**src/rtl/scd_pkg.sv**
```systemverilog
package scd_pkg;

   localparam int OP_BITS = 6;
   localparam int FN_BITS = 6;

   localparam logic [OP_BITS-1:0] OPC_RFMT  = 6'h00;
   localparam logic [OP_BITS-1:0] OPC_JUMP  = 6'h02;
   localparam logic [OP_BITS-1:0] OPC_BREQ  = 6'h04;
   localparam logic [OP_BITS-1:0] OPC_ADDI  = 6'h08;
   localparam logic [OP_BITS-1:0] OPC_ADDIU = 6'h09;
   localparam logic [OP_BITS-1:0] OPC_SLTI  = 6'h0A;
   localparam logic [OP_BITS-1:0] OPC_LOAD  = 6'h23;
   localparam logic [OP_BITS-1:0] OPC_STORE = 6'h2B;

   localparam logic [FN_BITS-1:0] FN_ADD  = 6'h20;
   localparam logic [FN_BITS-1:0] FN_ADDU = 6'h21;
   localparam logic [FN_BITS-1:0] FN_SUB  = 6'h22;
   localparam logic [FN_BITS-1:0] FN_SUBU = 6'h23;
   localparam logic [FN_BITS-1:0] FN_AND  = 6'h24;
   localparam logic [FN_BITS-1:0] FN_OR   = 6'h25;
   localparam logic [FN_BITS-1:0] FN_XOR  = 6'h26;
   localparam logic [FN_BITS-1:0] FN_SLT  = 6'h2A;

   typedef enum logic [2:0] {
      ALU_AND = 3'd0,
      ALU_OR  = 3'd1,
      ALU_ADD = 3'd2,
      ALU_LT  = 3'd3,
      ALU_XOR = 3'd4
   } alu_op_e;

   typedef enum logic [2:0] {
      CLS_NONE,
      CLS_RFMT,
      CLS_ARITH_IMM,
      CLS_LT_IMM,
      CLS_LOAD,
      CLS_STORE,
      CLS_BREQ,
      CLS_JUMP
   } op_class_e;

   typedef struct packed {
      logic    dst_rd;
      logic    src_imm;
      logic    wb_mem;
      logic    reg_we;
      logic    mem_rd;
      logic    mem_wr;
      logic    br_eq;
      logic    jmp;
      alu_op_e alu_op;
      logic    alu_neg;
   } ctrl_t;

   localparam ctrl_t CTRL_IDLE = '{
      dst_rd: 1'b0, src_imm: 1'b0, wb_mem: 1'b0, reg_we: 1'b0,
      mem_rd: 1'b0, mem_wr: 1'b0, br_eq: 1'b0, jmp: 1'b0,
      alu_op: ALU_AND, alu_neg: 1'b0};

endpackage

```
**src/rtl/scd_op_class.sv**
```systemverilog
module scd_op_class
   import scd_pkg::*;
#(
   parameter int OPCODE_W = 6
) (
   input  logic [OPCODE_W-1:0] opcode_i,
   output op_class_e           cls_o
);

   always_comb begin
      unique case (opcode_i)
         OPC_RFMT:             cls_o = CLS_RFMT;
         OPC_ADDI, OPC_ADDIU:  cls_o = CLS_ARITH_IMM;
         OPC_SLTI:             cls_o = CLS_LT_IMM;
         OPC_LOAD:             cls_o = CLS_LOAD;
         OPC_STORE:            cls_o = CLS_STORE;
         OPC_BREQ:             cls_o = CLS_BREQ;
         OPC_JUMP:             cls_o = CLS_JUMP;
         default:              cls_o = CLS_NONE;
      endcase
   end

endmodule

```
**src/rtl/scd_funct_dec.sv**
```systemverilog
module scd_funct_dec
   import scd_pkg::*;
#(
   parameter int FUNCT_W = 6
) (
   input  logic [FUNCT_W-1:0] funct_i,
   output logic               hit_o,
   output alu_op_e            alu_op_o,
   output logic               alu_neg_o
);

   always_comb begin
      hit_o     = 1'b1;
      alu_op_o  = ALU_AND;
      alu_neg_o = 1'b0;
      unique case (funct_i)
         FN_ADD, FN_ADDU: alu_op_o = ALU_ADD;
         FN_SUB, FN_SUBU: begin
            alu_op_o  = ALU_ADD;
            alu_neg_o = 1'b1;
         end
         FN_AND:          alu_op_o = ALU_AND;
         FN_OR:           alu_op_o = ALU_OR;
         FN_XOR:          alu_op_o = ALU_XOR;
         FN_SLT: begin
            alu_op_o  = ALU_LT;
            alu_neg_o = 1'b1;
         end
         default:         hit_o = 1'b0;
      endcase
   end

endmodule

```
**src/rtl/scd_ctrl_gen.sv**
```systemverilog
module scd_ctrl_gen
   import scd_pkg::*;
(
   input  op_class_e cls_i,
   input  logic      fn_hit_i,
   input  alu_op_e   fn_alu_op_i,
   input  logic      fn_alu_neg_i,
   output ctrl_t     ctrl_o,
   output logic      known_o
);

   always_comb begin
      ctrl_o  = CTRL_IDLE;
      known_o = 1'b1;
      unique case (cls_i)
         CLS_RFMT: begin
            if (fn_hit_i) begin
               ctrl_o.dst_rd  = 1'b1;
               ctrl_o.reg_we  = 1'b1;
               ctrl_o.alu_op  = fn_alu_op_i;
               ctrl_o.alu_neg = fn_alu_neg_i;
            end else begin
               known_o = 1'b0;
            end
         end
         CLS_ARITH_IMM: begin
            ctrl_o.src_imm = 1'b1;
            ctrl_o.reg_we  = 1'b1;
            ctrl_o.alu_op  = ALU_ADD;
         end
         CLS_LT_IMM: begin
            ctrl_o.src_imm = 1'b1;
            ctrl_o.reg_we  = 1'b1;
            ctrl_o.alu_op  = ALU_LT;
            ctrl_o.alu_neg = 1'b1;
         end
         CLS_LOAD: begin
            ctrl_o.src_imm = 1'b1;
            ctrl_o.mem_rd  = 1'b1;
            ctrl_o.wb_mem  = 1'b1;
            ctrl_o.reg_we  = 1'b1;
            ctrl_o.alu_op  = ALU_ADD;
         end
         CLS_STORE: begin
            ctrl_o.src_imm = 1'b1;
            ctrl_o.mem_wr  = 1'b1;
            ctrl_o.alu_op  = ALU_ADD;
         end
         CLS_BREQ: begin
            ctrl_o.br_eq   = 1'b1;
            ctrl_o.alu_op  = ALU_ADD;
            ctrl_o.alu_neg = 1'b1;
         end
         CLS_JUMP: ctrl_o.jmp = 1'b1;
         default:  known_o = 1'b0;
      endcase
   end

endmodule

```
**src/rtl/scd_main_ctrl.sv**
```systemverilog
module scd_main_ctrl
   import scd_pkg::*;
#(
   parameter int OPCODE_W = 6,
   parameter int FUNCT_W  = 6,
   parameter int ALU_OP_W = 3,
   parameter int SPARE_W  = 96,
   parameter int SPARE_WORD_W = 32
) (
   input  logic [OPCODE_W-1:0] opcode_i,
   input  logic [FUNCT_W-1:0]  funct_i,
   output logic                dst_rd_o,
   output logic                alu_src_imm_o,
   output logic                wb_mem_o,
   output logic                reg_we_o,
   output logic                mem_rd_o,
   output logic                mem_wr_o,
   output logic                br_eq_o,
   output logic                jmp_o,
   output logic [ALU_OP_W-1:0] alu_op_o,
   output logic                alu_neg_o,
   output logic [SPARE_W-1:0]  spare_o,
   output logic                known_o
);

   localparam int ENC_W       = $bits(alu_op_e);
   localparam int SPARE_WORDS = (SPARE_W + SPARE_WORD_W - 1) / SPARE_WORD_W;
   localparam int SPARE_PAD_W = SPARE_WORDS * SPARE_WORD_W;

   generate
      if (OPCODE_W != OP_BITS) begin : g_bad_opcode_w
         $error("scd_main_ctrl: OPCODE_W must equal the encoded opcode width");
      end
      if (FUNCT_W != FN_BITS) begin : g_bad_funct_w
         $error("scd_main_ctrl: FUNCT_W must equal the encoded function width");
      end
      if (ALU_OP_W < ENC_W) begin : g_bad_alu_w
         $error("scd_main_ctrl: ALU_OP_W too narrow for the operation set");
      end
      if (SPARE_W < 1 || SPARE_WORD_W < 1) begin : g_bad_spare_w
         $error("scd_main_ctrl: spare widths must be positive");
      end
   endgenerate

   op_class_e cls;
   logic      fn_hit;
   alu_op_e   fn_alu_op;
   logic      fn_alu_neg;
   ctrl_t     ctrl;

   scd_op_class #(.OPCODE_W(OPCODE_W)) u_class (
      .opcode_i (opcode_i),
      .cls_o    (cls)
   );

   scd_funct_dec #(.FUNCT_W(FUNCT_W)) u_funct (
      .funct_i   (funct_i),
      .hit_o     (fn_hit),
      .alu_op_o  (fn_alu_op),
      .alu_neg_o (fn_alu_neg)
   );

   scd_ctrl_gen u_gen (
      .cls_i        (cls),
      .fn_hit_i     (fn_hit),
      .fn_alu_op_i  (fn_alu_op),
      .fn_alu_neg_i (fn_alu_neg),
      .ctrl_o       (ctrl),
      .known_o      (known_o)
   );

   assign dst_rd_o      = ctrl.dst_rd;
   assign alu_src_imm_o = ctrl.src_imm;
   assign wb_mem_o      = ctrl.wb_mem;
   assign reg_we_o      = ctrl.reg_we;
   assign mem_rd_o      = ctrl.mem_rd;
   assign mem_wr_o      = ctrl.mem_wr;
   assign br_eq_o       = ctrl.br_eq;
   assign jmp_o         = ctrl.jmp;
   assign alu_neg_o     = ctrl.alu_neg;

   generate
      if (ALU_OP_W > ENC_W) begin : g_alu_wide
         assign alu_op_o = {{(ALU_OP_W-ENC_W){1'b0}}, ctrl.alu_op};
      end else begin : g_alu_exact
         assign alu_op_o = ctrl.alu_op;
      end
   endgenerate

   logic [SPARE_PAD_W-1:0] spare_pad;

   generate
      for (genvar w = 0; w < SPARE_WORDS; w++) begin : g_spare_word
         assign spare_pad[w*SPARE_WORD_W +: SPARE_WORD_W] = '0;
      end
   endgenerate

   assign spare_o = spare_pad[SPARE_W-1:0];

endmodule

```
**config.mk**
```make
export PLATFORM = sky130hd
export DESIGN_NAME = scd_main_ctrl
export DESIGN_NICKNAME = d
export VERILOG_FILES = /design/src/rtl/scd_pkg.sv /design/src/rtl/scd_op_class.sv /design/src/rtl/scd_funct_dec.sv /design/src/rtl/scd_ctrl_gen.sv /design/src/rtl/scd_main_ctrl.sv
export SDC_FILE = /design/constraint.sdc
export NUM_CORES = 1
export LEC_CHECK = 0
export CAP_MARGIN = 20
export CORE_MARGIN = 4
export CORE_UTILIZATION = 28
export DETAILED_ROUTE_END_ITERATION = 8
export PLACE_DENSITY = 0.85
export SLEW_MARGIN = 20
export SYNTH_ARGS = -nofsm -noshare
export SYNTH_HDL_FRONTEND = slang
export SYNTH_SLANG_ARGS = --single-unit
```
**constraint.sdc**
```tcl
create_clock -name vclk -period 3.2
set_clock_uncertainty 0.15 [all_clocks]
set_input_delay 0.8 -clock vclk [all_inputs]
set_output_delay 0.8 -clock vclk [all_outputs]
set_load 0.02 [all_outputs]
```
## Word-level counts from Yosys, hierarchy flattened

Cells that the tools add are included.

- Output and inout bits: 109
- Logic and storage cells: 48
- Register bits: 0

- Equal/unequal tests: 22
- Reduce and logical (&&, ||, !) cells: 10
- Muxes and demuxes: 16

Operator list:

| operator | number |
|---|---|
| $eq 6x6->1 const B | 10 |
| $pmux 3 s7 | 1 |
| $eq 6x4->1 const B | 3 |
| $eq 3x3->1 const B | 4 |
| $pmux 3 s4 | 1 |
| $reduce_or 4->1 | 3 |
| $mux 1 | 9 |
| $pmux 3 s3 | 1 |
| $reduce_or 8->1 | 1 |
| $eq 3x2->1 const B | 2 |
| $eq 6x2->1 const B | 1 |
| $eq 6x3->1 const B | 1 |
| $logic_not 6->1 | 1 |
| $pmux 1 s2 | 3 |
| $reduce_or 3->1 | 2 |
| $reduce_or 6->1 | 1 |
| $mux 4 | 1 |
| $reduce_or 2->1 | 2 |
| $eq 3x1->1 const B | 1 |

## Logic depth before layout (Yosys ltp)

- Depth in word-level cells: 6
- Depth in mapped cells: 4
- Depth with buffers taken out: 4

## Cells and area by module

Synthesis repeated with hierarchy kept, for this count alone.

- Cell total of the unflattened synthesis: 149
- Area, all modules: 1068.5 um^2

Modules (own cells, without submodules):

| module | seq. area each (um^2) | area each (um^2) | instances | cells each |
|---|---|---|---|---|
| scd_main_ctrl | 0.0 | 724.4 | 1 | 97 |
| scd_ctrl_gen | 0.0 | 163.9 | 1 | 25 |
| scd_op_class | 0.0 | 92.6 | 1 | 14 |
| scd_funct_dec | 0.0 | 87.6 | 1 | 13 |

## Worst setup path before layout

OpenSTA, ideal clock, no wires.

- Kind: in2out
- Start point: input port opcode_i[2]
- End point: output port alu_op_o[2]
- Data arrival time: 2.198 ns
- Required time: 2.250 ns
- Stages on the path: 3
- Path buffers: 0
- Path slack: 0.052 ns
- Path through: or4_4 nand2b_4 nor4_1

- Cells in the longest elaborated chain, start to end: 6
- Elaborated cells on any way between the ends: 18
- Those cells by class: eq/ne: 13; mux: 2; reduce/logical: 3

Ends and longest elaborated chain:

| item | RTL line | RTL |
|---|---|---|
| start: declaration | scd_main_ctrl.sv:10 | `input logic [OPCODE_W-1:0] opcode_i,` |
| $eq 6x4->1 | scd_op_class.sv:11 | `unique case (opcode_i)` |
| $reduce_or 2->1 | scd_op_class.sv:11 |  |
| $pmux 3 s7 * | scd_op_class.sv:11 |  |
| $eq 3x2->1 or $eq 3x3->1 (tied branches) | scd_ctrl_gen.sv:15 | `unique case (cls_i)` |
| $reduce_or 4->1 (no line) | n/a |  |
| $pmux 3 s3 * | scd_ctrl_gen.sv:15 |  |
| end: declaration | scd_main_ctrl.sv:20 | `output logic [ALU_OP_W-1:0] alu_op_o,` |

Every way passes the cells marked *; elsewhere a longest branch is shown, timed or not.

## Worst setup path after layout

- Start point: input port opcode_i[0]
- End point: output port alu_neg_o

- Cells in the longest elaborated chain, start to end: 6
- Elaborated cells on any way between the ends: 15
- Those cells by class: eq/ne: 10; mux: 2; reduce/logical: 3

Ends and longest elaborated chain:

| item | RTL line | RTL |
|---|---|---|
| $eq 6x4->1 | scd_op_class.sv:11 |  |
| $reduce_or 2->1 | scd_op_class.sv:11 |  |
| $pmux 3 s7 * | scd_op_class.sv:11 |  |
| $eq 3x2->1 or $eq 3x3->1 (tied branches) | scd_ctrl_gen.sv:15 |  |
| $reduce_or 2->1 (no line) | n/a |  |
| $pmux 1 s2 * | scd_ctrl_gen.sv:15 |  |
| end: declaration | scd_main_ctrl.sv:21 | `output logic alu_neg_o,` |

Marks and branches as above.

==> out/metrics.csv <==
metric,value,unit
status,"finished, final reports clean",
seq_cells,0,
Sw Pwr,131,uW
Peak VDD IR,0.0377,mV
Remaining DRCs,0,
"slowest stage cell, crit path",or4_4,
Via Count,730,
P&R area growth vs syn,10.4,%
Critical Path RT,2.25,ns
Die Y,67.7,um
number of max-cap violations,0,
GRT overflow,0,
# diodes,0,
Die ar.,4590,um2
crit-path max FO,5,
Clock Buffer Count,0,
"Seq/Total Area, Yosys",0,%
Logic pwr share,100.0,%
Post-Synthesis Cells,140,
core area,3390,um2
first-pass GRT wire length,2.24,mm
# nets final,198,
vias in the first global route,564,
Tot Pwr,168,uW
largest net degree at the start of global routing,7,
DP HPWL,1.79,mm
DRT iter0 DRCs,10,
Final setup viols,0,
Hold WS,1.90,ns
PD cells,152,nW/um2
most frequent cells in the layout,"conb_1 (96), buf_4 (21), dlygate4sd2_1 (7)",
iteration count of the initial detailed-routing pass,2,
Routed WL per cell,8.56,um
"most common cell after layout, fill and taps aside",conb_1,
clock power share,0,%
Flop pwr share,0,%
Net Sw Frac,78.2,%
Ys Warns,0,
mapped cell area,998,um2
I/O pin cnt,121,
row count,21,
leak pwr,0.717,nW
Setup Crit Path Kind,primary input to output pin,
layout cell share with drive strength beyond 1,22.3,%
antenna violations before repair,0,
critical path's top delay family,simple AND/OR/NAND/NOR gates,
hold-fix buffers at CTS,0,
Routed WL,1.97,mm
Max Slew Vio Count,0,
synth unique cells,25,
Critical Path Start Type,primary input,
register area,0,um2
CP max stage delay,0.44,ns
crit-path cells,dlygate4sd2_1 -> or4_4 -> nand2b_4 -> a211o_1 -> a21bo_1 -> buf_6,
internal cell power,36.6,uW
final core utilization,32.5,%
Achievable Freq,0.318,GHz
Placer Congestion,0.805,
Initial Utilization,29.5,%
Die W,67.7,um
crit path DAT,2.19,ns
"Buf+Inv Stages, Crit Path",2,
final hold violation count,0,
port bufs,25,
RSZ-0062 raised after global routing,no,
endpoint class of the critical path,output pin,
Tmin final,3.14,ns
setup bufs post-CTS,0,
antenna-violating nets left,0,
GRT Overall Usage,6.02,%
Hold Path Class,primary input to output pin,
Mapped Avg Cell Area,7.13,um2
via/cell ratio,3.17,
Final Cycle Share,98.2,%
## cells by family (layout without fill, tap and decap cells)
| logic type | Yosys count | count (layout) | synth area share, % |
|---|---|---|---|
| other | 1 | 96 | 0.376 |
| and+or+nand+nor | 25 | 25 | 16.0 |
| buffers and inverters | 100 | 49 | 74.1 |
| AOI/OAI and AO/OA | 14 | 14 | 9.52 |
## timing repair
item	in CTS	in global routing
endpoints found under the setup margin	13	6
pin swaps	3	3
resized for setup	56	14
## metrics by stage
stage	cell area (um2)	std cells	setup TNS [ns]	setup WS, ns
after global placement	1090	230	-6.31	-0.725
after global routing	1100	230	0	0.00829
after detailed placement	1090	230	-6.28	-0.736
after floorplan	1360	235	0	0.0516
after CTS	1070	230	0	0.00936
final	1100	230	0	0.0584
## synth_stat cells, drive strengths merged
cell type / n / share of area, %
a211o: 2 / 1.8
a21bo: 1 / 1.0
a21o: 1 / 0.75
a21oi: 5 / 2.5
a22oi: 1 / 0.75
and2: 1 / 0.63
and3: 1 / 0.63
buf: 97 / 73
conb: 1 / 0.38
inv: 3 / 1.1
nand2: 4 / 1.5
nand2b: 3 / 2.6
nor2: 5 / 1.9
nor2b: 2 / 1.3
nor3: 2 / 1.0
nor3b: 2 / 1.5
nor4: 1 / 0.63
nor4b: 2 / 2.4
o21ai: 2 / 1.0
o32ai: 1 / 0.88
o41ai: 1 / 0.88
or3b: 1 / 0.88
or4: 1 / 1.1
## power groups by stage
stage / clock network (mW) / logic [mW] / registers (mW)
2_1_floorplan: 0 / 0.207 / 0
3_3_place_gp: 0 / 0.163 / 0
3_5_place_dp: 0 / 0.164 / 0
4_1_cts: 0 / 0.161 / 0
5_1_grt: 0 / 0.181 / 0
6_report: 0 / 0.168 / 0
## layout make-up
class	instances	area, um2
inverter	3	11.3
timing repair buffer	46	382
fill	377	2290
tap	46	57.6
multi-input combinational	135	652
## worst paths after layout
| path | cells after the start | slack (ns) | to | start |
|---|---|---|---|---|
| hold / removal | 4 | 1.90 | reg_we_o | opcode_i[4] |
| setup / recovery | 6 | 0.06 | alu_neg_o | opcode_i[0] |
## routing by layer
| metal | share of wire [%] | vias to the layer above | track usage, % |
|---|---|---|---|
| met5 | 0 | - | 0 |
| met2 | 58 | 59 | 13.6 |
| li1 | - | 348 | - |
| met4 | 0 | 0 | 0 |
| met1 | 27 | 323 | 6.15 |
| met3 | 15 | 0 | 0.166 |
(Power assumes the default switching activity.)
